--- config.mk ---
export PLATFORM = sky130hd
export DESIGN_NAME = irq_summary_port
export DESIGN_NICKNAME = d
export VERILOG_FILES = /design/src/rtl/irqsum_pkg.sv /design/src/rtl/irqsum_sync.sv /design/src/rtl/irqsum_regs.sv /design/src/rtl/irqsum_req.sv /design/src/rtl/irq_summary_port.sv
export SDC_FILE = /design/constraint.sdc
export NUM_CORES = 1
export LEC_CHECK = 0
export BUFFER_PORTS_ARGS = -buffer_cell sky130_fd_sc_hd__buf_2
export CAP_MARGIN = 10
export CORE_MARGIN = 3
export CORE_UTILIZATION = 35
export DETAILED_ROUTE_END_ITERATION = 16
export PLACE_DENSITY = 0.66
export SLEW_MARGIN = 20
export SYNTH_ARGS = -nofsm -noshare
export SYNTH_HDL_FRONTEND = slang
export SYNTH_SLANG_ARGS = --single-unit
--- constraint.sdc ---
create_clock -name clk -period 1 [get_ports clk]
set_input_delay 0.1 -clock clk [delete_from_list [all_inputs] [get_ports clk]]
set_output_delay 0.1 -clock clk [all_outputs]
set_load 0.03 [all_outputs]
--- src/rtl/irqsum_pkg.sv ---
package irqsum_pkg;
    localparam int PORT_W = 8;

    typedef struct packed {
        logic [PORT_W-1:0] mask_lo;
        logic [PORT_W-1:0] mask_hi;
        logic [PORT_W-1:0] rdata;
    } port_state_t;
endpackage

--- src/rtl/irqsum_sync.sv ---
module irqsum_sync #(
    parameter int W = 11
) (
    input  logic         clk,
    input  logic         rst_n,
    input  logic [W-1:0] async_in,
    output logic [W-1:0] sync_out
);
    typedef struct packed {
        logic [W-1:0] meta;
        logic [W-1:0] stable;
    } sync_t;

    sync_t s_d, s_q;

    always_comb begin
        s_d        = s_q;
        s_d.meta   = async_in;
        s_d.stable = s_q.meta;
    end

    always_ff @(posedge clk or negedge rst_n) begin
        if (!rst_n) s_q <= '0;
        else        s_q <= s_d;
    end

    assign sync_out = s_q.stable;
endmodule

--- src/rtl/irqsum_regs.sv ---
module irqsum_regs
    import irqsum_pkg::*;
#(
    parameter int                ADDR_W  = 8,
    parameter logic [ADDR_W-1:0] LO_ADDR = 8'h26,
    parameter logic [ADDR_W-1:0] HI_ADDR = 8'h27,
    parameter int                NUM_SRC = 11
) (
    input  logic              clk,
    input  logic              rst_n,
    input  logic [ADDR_W-1:0] addr,
    input  logic              wr_en,
    input  logic [PORT_W-1:0] wdata,
    input  logic              rd_en,
    input  logic [NUM_SRC-1:0] level,
    output logic [PORT_W-1:0] rdata,
    output logic [NUM_SRC-1:0] pending,
    output logic [PORT_W-1:0] mask_lo,
    output logic [PORT_W-1:0] mask_hi
);
    localparam int                HI_USED = NUM_SRC - PORT_W;
    localparam logic [PORT_W-1:0] HI_KEEP = PORT_W'((1 << HI_USED) - 1);

    port_state_t st_d, st_q;
    logic [NUM_SRC-1:0] mask_all;
    logic [PORT_W-1:0]  sum_lo, sum_hi;

    assign mask_all = {st_q.mask_hi[HI_USED-1:0], st_q.mask_lo};

    for (genvar i = 0; i < NUM_SRC; i++) begin : g_gate
        assign pending[i] = level[i] & ~mask_all[i];
    end

    assign sum_lo = pending[PORT_W-1:0];
    assign sum_hi = PORT_W'(pending[NUM_SRC-1:PORT_W]);

    always_comb begin
        st_d       = st_q;
        st_d.rdata = '0;
        if (wr_en) begin
            if (addr == LO_ADDR)      st_d.mask_lo = wdata;
            else if (addr == HI_ADDR) st_d.mask_hi = wdata & HI_KEEP;
        end
        if (rd_en) begin
            if (addr == LO_ADDR)      st_d.rdata = sum_lo;
            else if (addr == HI_ADDR) st_d.rdata = sum_hi;
        end
    end

    always_ff @(posedge clk or negedge rst_n) begin
        if (!rst_n) begin
            st_q.mask_lo <= '1;
            st_q.mask_hi <= HI_KEEP;
            st_q.rdata   <= '0;
        end else begin
            st_q <= st_d;
        end
    end

    assign rdata   = st_q.rdata;
    assign mask_lo = st_q.mask_lo;
    assign mask_hi = st_q.mask_hi;
endmodule

--- src/rtl/irqsum_req.sv ---
module irqsum_req #(
    parameter int NUM_SRC = 11
) (
    input  logic               clk,
    input  logic               rst_n,
    input  logic [NUM_SRC-1:0] pending,
    output logic               irq
);
    typedef struct packed {
        logic irq;
    } req_t;

    req_t r_d, r_q;

    always_comb begin
        r_d     = r_q;
        r_d.irq = |pending;
    end

    always_ff @(posedge clk or negedge rst_n) begin
        if (!rst_n) r_q <= '0;
        else        r_q <= r_d;
    end

    assign irq = r_q.irq;
endmodule

--- src/rtl/irq_summary_port.sv ---
module irq_summary_port #(
    parameter int          ADDR_W  = 8,
    parameter logic [7:0]  LO_ADDR = 8'h26,
    parameter logic [7:0]  HI_ADDR = 8'h27,
    parameter int          NUM_SRC = 11
) (
    input  logic               clk,
    input  logic               rst_n,
    input  logic [ADDR_W-1:0]  io_addr,
    input  logic               io_wr,
    input  logic [7:0]         io_wdata,
    input  logic               io_rd,
    output logic [7:0]         io_rdata,
    input  logic [NUM_SRC-1:0] req_in,
    output logic               cpu_irq
);
    localparam logic [ADDR_W-1:0] LO_A = ADDR_W'(LO_ADDR);
    localparam logic [ADDR_W-1:0] HI_A = ADDR_W'(HI_ADDR);

    logic [NUM_SRC-1:0] level;
    logic [NUM_SRC-1:0] pending;
    logic [7:0]         mask_lo;
    logic [7:0]         mask_hi;

    irqsum_sync #(.W(NUM_SRC)) u_sync (
        .clk      (clk),
        .rst_n    (rst_n),
        .async_in (req_in),
        .sync_out (level)
    );

    irqsum_regs #(
        .ADDR_W  (ADDR_W),
        .LO_ADDR (LO_A),
        .HI_ADDR (HI_A),
        .NUM_SRC (NUM_SRC)
    ) u_regs (
        .clk     (clk),
        .rst_n   (rst_n),
        .addr    (io_addr),
        .wr_en   (io_wr),
        .wdata   (io_wdata),
        .rd_en   (io_rd),
        .level   (level),
        .rdata   (io_rdata),
        .pending (pending),
        .mask_lo (mask_lo),
        .mask_hi (mask_hi)
    );

    irqsum_req #(.NUM_SRC(NUM_SRC)) u_req (
        .clk     (clk),
        .rst_n   (rst_n),
        .pending (pending),
        .irq     (cpu_irq)
    );
endmodule

# After elaboration in Yosys (flattened, before gate mapping)
# Index checks and enable logic that the tools add are counted.
# word_totals
ff_bits	42
latchBits	0
ramBits	0
mem_bits_ro	0
output_inout_bits	9
wordCells	37
memories	0
# classes
add_sub_neg	0
multipliers	0
div_mod_pow	0
magnitude_cmp	0
n_eq_ne	2
shift	0
muxes	3
bitwise	23
reduce_logical	3
# op_table
cell	n
$eq A8 B6 Y1 const B	2
$mux W8	2
$not A1 Y1	12
$and A1 B1 Y1	11
$reduce_or A11 Y1	1
$mux W3	1
$reduce_and A3 Y1	1
$reduce_and A2 Y1	1

# Logic depth before layout (Yosys ltp)
# Gate-level depths: netlist of the first run.
# logic_depth
word_depth	5
depth_mapped	4
ltp_nobuf	3

# Hierarchy
# Synthesis of the first run repeated with hierarchy kept, for this count alone.
# hier_totals
cells_unflattened	92
area_unflattened_um2	1473.9
# by_module_without_submodules
mod	n_inst	cells_per_inst	area_per_inst_um2
irqsum_regs	1	65	875.8
irqsum_sync	1	22	550.5
irqsum_req	1	5	47.5

# Least setup slack after synthesis of the first run
# Ideal clock, no wire load.
# synth_path
path_type	input to register
from	input port io_addr[0]
to	register, netlist name u_regs.mask_lo[0]
setup_ns	0.082
arrival_time_ns	1.002
t_required_ns	0.918
path_slack_ns	-0.084
stages	4
cell_sequence	clkbuf_2 and4bb_2 nand3_2 mux2_2
# synth_between
elab_chain_cells	2
# synth_lines
item	line_no	source
start, declared	irq_summary_port.sv:9	input logic [ADDR_W-1:0] io_addr,
$eq A8 B6 Y1	irqsum_regs.sv:41	if (addr == LO_ADDR) st_d.mask_lo = wdata;
$reduce_and A2 Y1 (no line)	-	
# Every way passes these cells.
# A chain may end at the register's enable or synchronous reset.

# Worst setup path in the final report of the first run
# layout_path
from	register, netlist name u_regs.mask_hi[2]
to	register u_req.r_q, in the netlist u_req.irq
# layout_between
elab_chain_cells	3
# layout_lines
item	line_no	source
$not A1 Y1	irqsum_regs.sv:31	assign pending[i] = level[i] & ~mask_all[i];
$and A1 B1 Y1	irqsum_regs.sv:31	
$reduce_or A11 Y1	irqsum_req.sv:17	r_d.irq = |pending;
via u_req.r_d	irqsum_req.sv:13	req_t r_d, r_q;
end signal, assigned	irqsum_req.sv:22	else r_q <= r_d;
end, declared	irqsum_req.sv:13	
# The timed path passes the listed nets, and every way through them passes these cells.

==> results.py, run 1 <==
metrics = {
    "floorplan": {
        "design.core.area_um2": 3800,
        "die_h_um": 69.9,
        "die_area_um2": 4890,
        "io_pins": 40,
        "start_util_pct": 37.6,
        "rows": 22,
        "fp.dieW_um": 69.9,
    },
    "clock_network": {
        "htreeDepth": 2,
        "clock_latency_ns": 0.29,
        "clkTransAtPathRegs_ns": 0.08,
        "cts_sinks": 42,
        "cts_tree": "yes",
        "cts_setup_buffers": 0,
        "cts-buffers-inserted": 5,
        "root_buffer": "clkbuf_8",
        "clk_path_buf_depth": 2,
    },
    "grt": {
        "antenna_found_initial": 0,
        "track_usage_pct": 11.4,
        "grt_pass1_wl_um": 4120,
        "grt_max_degree": 43,
        "first_global_vias": 873,
        "grt.overflow.total": 0,
    },
    "routing": {
        "wirelength_um": 2540,
        "wl_per_cell_um": 12.7,
        "detail-route-antenna-nets": 0,
        "vias_per_cell": 4.31,
        "drtIter0Drc": 13,
        "drc": 0,
        "drt_pass1_iterations": 3,
        "via_count": 858,
    },
    "sta": {
        "tightest_slew_ns": 0.350,
        "setup_tns_ns": -0.135,
        "fmax_ghz": 0.881,
        "setup_viol": 1,
        "slew_violations": 0,
        "layout_min_cycle_time_ns": 1.14,
        "rsz0062_at_grt": "yes",
        "relSlewSlack_pct": 76.6,
        "final-hold-violation-count": 0,
        "skew_ns": 0.00613,
        "timing.final.ws_setup_ns": -0.135,
        "hold_slack_ns": 0.0463,
        "fin_crit_sh_pct": 114,
    },
    "pwr": {
        "power_density_nw_per_um2": 1770,
        "total_power_mw": 3.61,
        "peakVddDrop_uv": 1020,
        "p_leak_nw": 0.972,
    },
    "logic_synthesis": {
        "syn-cell-area_um2": 1430,
        "synth_seq_cells": 42,
        "synth-warning-count": 0,
        "avgSynthCellArea_um2": 16.4,
        "syn_inst": 87,
        "syn_nets": 118,
        "seq_area_frac_synth_pct": 74.5,
        "synth.distinct_cells": 16,
    },
    "setup_path": {
        "criticalPathCategory": "flop to flop",
        "path_max_fanout": 2,
        "rrSetupSlack_ns": -0.14,
        "required_ns": 1.17,
        "cp-end-kind": "flop",
        "critPathArrivalTime_ns": 1.30,
        "cp-start-kind": "flop",
    },
    "placed_design": {
        "place_area_um2": 1750,
        "io_buffers": 39,
        "place.gp.congestion": 0.727,
        "place_hpwl_um": 1840,
    },
    "job": {
        "max_cap_violations": 0,
    },
    "cells_and_area": {
        "num-nets-final": 181,
        "final_common_cell": "buf_2",
        "drive_above_1_share_pct": 55.6,
        "diodes": 0,
        "final_area_um2": 2040,
        "final_cell_mix": "39 x buf_2, 31 x dfrtp_1, 12 x dlygate4sd3_1",
        "area_growth_pct": 42.9,
    },
    "worst_hold_path": {
        "hold_path.class": "input port to flop",
    },
    "run_status": {
        "violations": "setup timing",
        "status": "finished with violations",
    },
}
## cell usage after synthesis
cell	count	area, µm²
dfrtp_1	31	776
nor2b_1	15	93.8
dfstp_2	11	289
mux2_2	11	124
mux2i_1	3	30.0
nand3_1	3	15.0
nor2_1	3	11.3
nor4_1	2	12.5
and3b_1	1	8.76
and4bb_2	1	12.5
clkbuf_2	1	5.00
nand3_2	1	10.0
nand4_1	1	6.26
nor3_1	1	5.00
nor3b_1	1	7.51
nor4b_4	1	23.8
## critical path, stage by stage, from the launching register on
cell and delay (ns):
dfstp_2 0.56, nor2b_4 0.05, nor4_2 0.29, nand3_1 0.11
## layout make-up
class	count	area, µm²
tap	48	60.1
clock buffer	5	68.8
timing repair buffer	57	380
fill	321	1760
multi-input combinational	44	400
clock inverter	3	68.8
sequential	42	1060
## flip-flops by register name, indices dropped and copies added (netlist names)
signal and count:
u_regs.mask_hi 3, u_sync.s_d 11, u_req.irq 1, u_regs.rdata 8, u_regs.mask_lo 8, u_sync.sync_out 11
## final timing paths
kind | to | from | cells after the start
worst max-delay path | u_req.irq | u_regs.mask_hi[2] | 3
max in group asynchronous | u_regs.mask_lo[0] | rst_n | 3
worst min register to register | u_sync.sync_out[6] | u_sync.s_d[6] | 0
worst min-delay path | u_regs.mask_lo[5] | io_wdata[5] | 2
min in group asynchronous | u_sync.sync_out[3] | rst_n | 3
worst max register to register | u_req.irq | u_regs.mask_hi[2] | 3
## through the flow
stage          instances  worst slack (ns)  utilization (%)
5_1_grt              199            -0.182             53.8
3_3_place_gp         179            -0.221             45.9
3_5_place_dp         179            -0.266             45.9
6_report             199            -0.135             53.8
2_1_floorplan         87           -0.0492                -
4_1_cts              199           -0.0839             53.1
## repair_timing
| item | CTS | global route |
|---|---|---|
| pin swaps | 3 | 5 |
| hold endpoints to repair | 53 | 0 |
| gates resized for setup | 4 | 6 |
| hold buffers | 12 | 0 |
| setup endpoints to repair | 2 | 4 |
## power by group
group | internal [mW] | switching (mW) | total [mW]
sequential | 1.78 | 0.0253 | 1.81
combinational | 0.148 | 0.106 | 0.253
clock | 0.999 | 0.552 | 1.55
total | 2.93 | 0.683 | 3.61
## cells by family after synthesis
group                  share of synthesized area, %
buffers and inverters                         0.350
flip-flops                                     74.5
multiplexers                                   10.8
AND/OR/NAND/NOR                                14.4
## metal layers
layer,wire (µm),track usage [%],vias up
met5,0,0,-
met4,48,6.38,0
met3,241,6.19,5
met2,1250,17.2,33
met1,993,12.8,398
li1,-,-,422
(Power assumes the default switching activity.)
==> run 2: changes to the inputs <==
--- a/config.mk
+++ b/config.mk
@@ -10,7 +10,7 @@
 export CORE_MARGIN = 3
 export CORE_UTILIZATION = 35
 export DETAILED_ROUTE_END_ITERATION = 16
-export PLACE_DENSITY = 0.66
+export PLACE_DENSITY = 0.64
 export SLEW_MARGIN = 20
 export SYNTH_ARGS = -nofsm -noshare
 export SYNTH_HDL_FRONTEND = slang
==> constraint.sdc (replaced) <==
create_clock -name clk -period 1.15 [get_ports clk]
set_input_delay 0.115 -clock clk [delete_from_list [all_inputs] [get_ports clk]]
set_output_delay 0.115 -clock clk [all_outputs]
set_load 0.03 [all_outputs]
==> run 2 against run 1 <==
Highest routed layer unchanged; largest cell class unchanged; cell count is 1.5% lower; sequential share of layout area is 2.5 points higher; the run now ends clean; clock power is 29% lower; fmax is 2.3% higher; power is 20% lower; largest power group unchanged; critical path depth stayed put; core utilization is 2.4 points lower; worst setup slack better by 0.18 ns; global-route usage is 0.37 points higher.
==> results.py, run 2 (synthesis gave the netlist of run 1 again) <==
metrics = {
    "placed_design": {
        "io_buffers": 39,
        "place_hpwl_um": 1910,
        "dp.cells": 176,
        "place.gp.congestion": 0.737,
    },
    "pwr": {
        "peakVddDrop_uv": 915,
        "share_comb_of_total_power_pct": 7.0,
        "total_power_mw": 2.87,
        "seqPwrFrac_pct": 54.6,
        "p_clk_share_pct": 38.5,
        "p_leak_nw": 0.925,
        "switching_share_pct": 19.5,
        "power_density_nw_per_um2": 1470,
        "switchingPower_mw": 0.560,
        "p_int_mw": 2.31,
    },
    "grt": {
        "antenna_found_initial": 0,
        "grt_util_met3_pct": 6.47,
        "use_met2_pct": 18.7,
        "grt_pass1_wl_um": 4220,
        "use_met1_pct": 11.9,
        "grt.overflow.total": 0,
        "first_global_vias": 939,
        "track_usage_pct": 11.8,
        "grt_max_degree": 20,
        "grt_busiest_layer": "met2",
    },
    "clock_network": {
        "clkTransAtPathRegs_ns": 0.07,
        "cts-buffers-inserted": 5,
        "clk_path_buf_depth": 2,
        "htreeDepth": 2,
        "cts_tree": "yes",
        "clock_latency_ns": 0.29,
        "cts_sinks": 42,
        "root_buffer": "clkbuf_8",
        "cts_setup_buffers": 0,
    },
    "setup_path": {
        "required_ns": 1.31,
        "reg2reg_depth": 3,
        "criticalPathCategory": "flop to flop",
        "cp-end-kind": "flop",
        "path_cells": "nor2b_1 -> nor4_1 -> nand3_1",
        "cp-start-kind": "flop",
        "critPathArrivalTime_ns": 1.27,
        "path_max_fanout": 3,
        "worst_path_largest_cell_delay_ns": 0.54,
        "critPathSlowestCell": "dfstp_2",
    },
    "worst_hold_path": {
        "hold_depth": 2,
        "hold_path.class": "input port to flop",
    },
    "sta": {
        "slew_violations": 0,
        "layout_min_cycle_time_ns": 1.11,
        "final-hold-violation-count": 0,
        "fmax_ghz": 0.901,
        "tightest_slew_ns": 0.351,
        "setup_viol": 0,
        "fin_crit_sh_pct": 96.5,
        "relSlewSlack_pct": 76.6,
        "skew_ns": 0.00304,
    },
    "floorplan": {
        "design.core.area_um2": 3800,
        "start_util_pct": 37.6,
        "fp.dieW_um": 69.9,
        "die_area_um2": 4890,
        "die_h_um": 69.9,
        "rows": 22,
        "io_pins": 40,
    },
    "cells_and_area": {
        "stdcell_count": 196,
        "final_cell_mix": "39 x buf_2, 31 x dfrtp_1, 14 x nor2b_1, 12 x dlygate4sd3_1",
        "fill_cells": 345,
        "final_common_cell": "buf_2",
        "regArea_um2": 1060,
        "final_util_pct": 51.4,
        "multi_input_area_um2": 369,
        "diodes": 0,
        "area_growth_pct": 36.4,
        "num-nets-final": 178,
        "drive_above_1_share_pct": 50.7,
    },
    "run_status": {
        "status": "finished, final reports clean",
    },
    "routing": {
        "wirelength_um": 2490,
        "wl_per_cell_um": 12.7,
        "drt_pass1_iterations": 2,
        "detail-route-antenna-nets": 0,
        "drtIter0Drc": 14,
        "via_count": 855,
        "drc": 0,
        "vias_per_cell": 4.36,
    },
    "job": {
        "max_cap_violations": 0,
    },
}
## run 2: power groups by stage
stage / registers (mW) / logic, mW / clock network, mW
final: 1.57 / 0.200 / 1.10
after global routing: 1.57 / 0.224 / 1.21
after CTS: 1.57 / 0.202 / 1.15
after detailed placement: 1.59 / 0.172 / 0
after global placement: 1.59 / 0.165 / 0
after floorplan: 1.59 / 0.0613 / 0
## run 2: path summary, 6_finish.rpt
path,startpoint,end,slack (ns)
setup / recovery,u_regs.mask_lo[6],u_req.irq,0.04
hold / removal,io_wdata[6],u_regs.mask_lo[6],0.06
setup reg to reg,u_regs.mask_lo[6],u_req.irq,0.04
hold reg to reg,u_sync.s_d[1],u_sync.sync_out[1],0.35
max in group asynchronous,rst_n,u_regs.mask_lo[0],0.40
min in group asynchronous,rst_n,u_sync.sync_out[3],0.26
## run 2: repair_timing
action	CTS	global route
gates resized for setup	0	2
setup endpoints to repair	0	1
endpoints found under the hold margin	22	0
hold buffers	12	0
## run 2: layout make-up
cell class	instances	share of cell area, %
Clock buffer	7	3.91
Clock inverter	1	1.54
Multi-Input combinational cell	44	18.9
Sequential cell	42	54.6
Tap cell	48	3.08
Timing Repair Buffer	54	18.0
## run 2: worst max-delay path, delay by kind of cell, from the launching register on
family / cells / cell delay (ns)
flops: 1 / 0.54
simple gates: 3 / 0.44
## run 2: through the flow
step	area (µm²)	setup TNS (ns)	worst slack [ns]	hold slack [ns]
detailed placement	1720	-1.65	-0.182	0.0416
floorplan	1430	0	0.0511	-0.181
global placement	1720	-1.34	-0.155	0.0373
finish	1950	0	0.0401	0.0562
CTS	1940	0	0.0302	0.0415
global route	1950	-0.0260	-0.0260	0.0461
## run 2: layer usage
metal / wire length, µm / share of wire (%)
met2: 1230 / 49
met4: 73 / 2.9
met5: 0 / 0
met1: 974 / 39
met3: 219 / 8.8
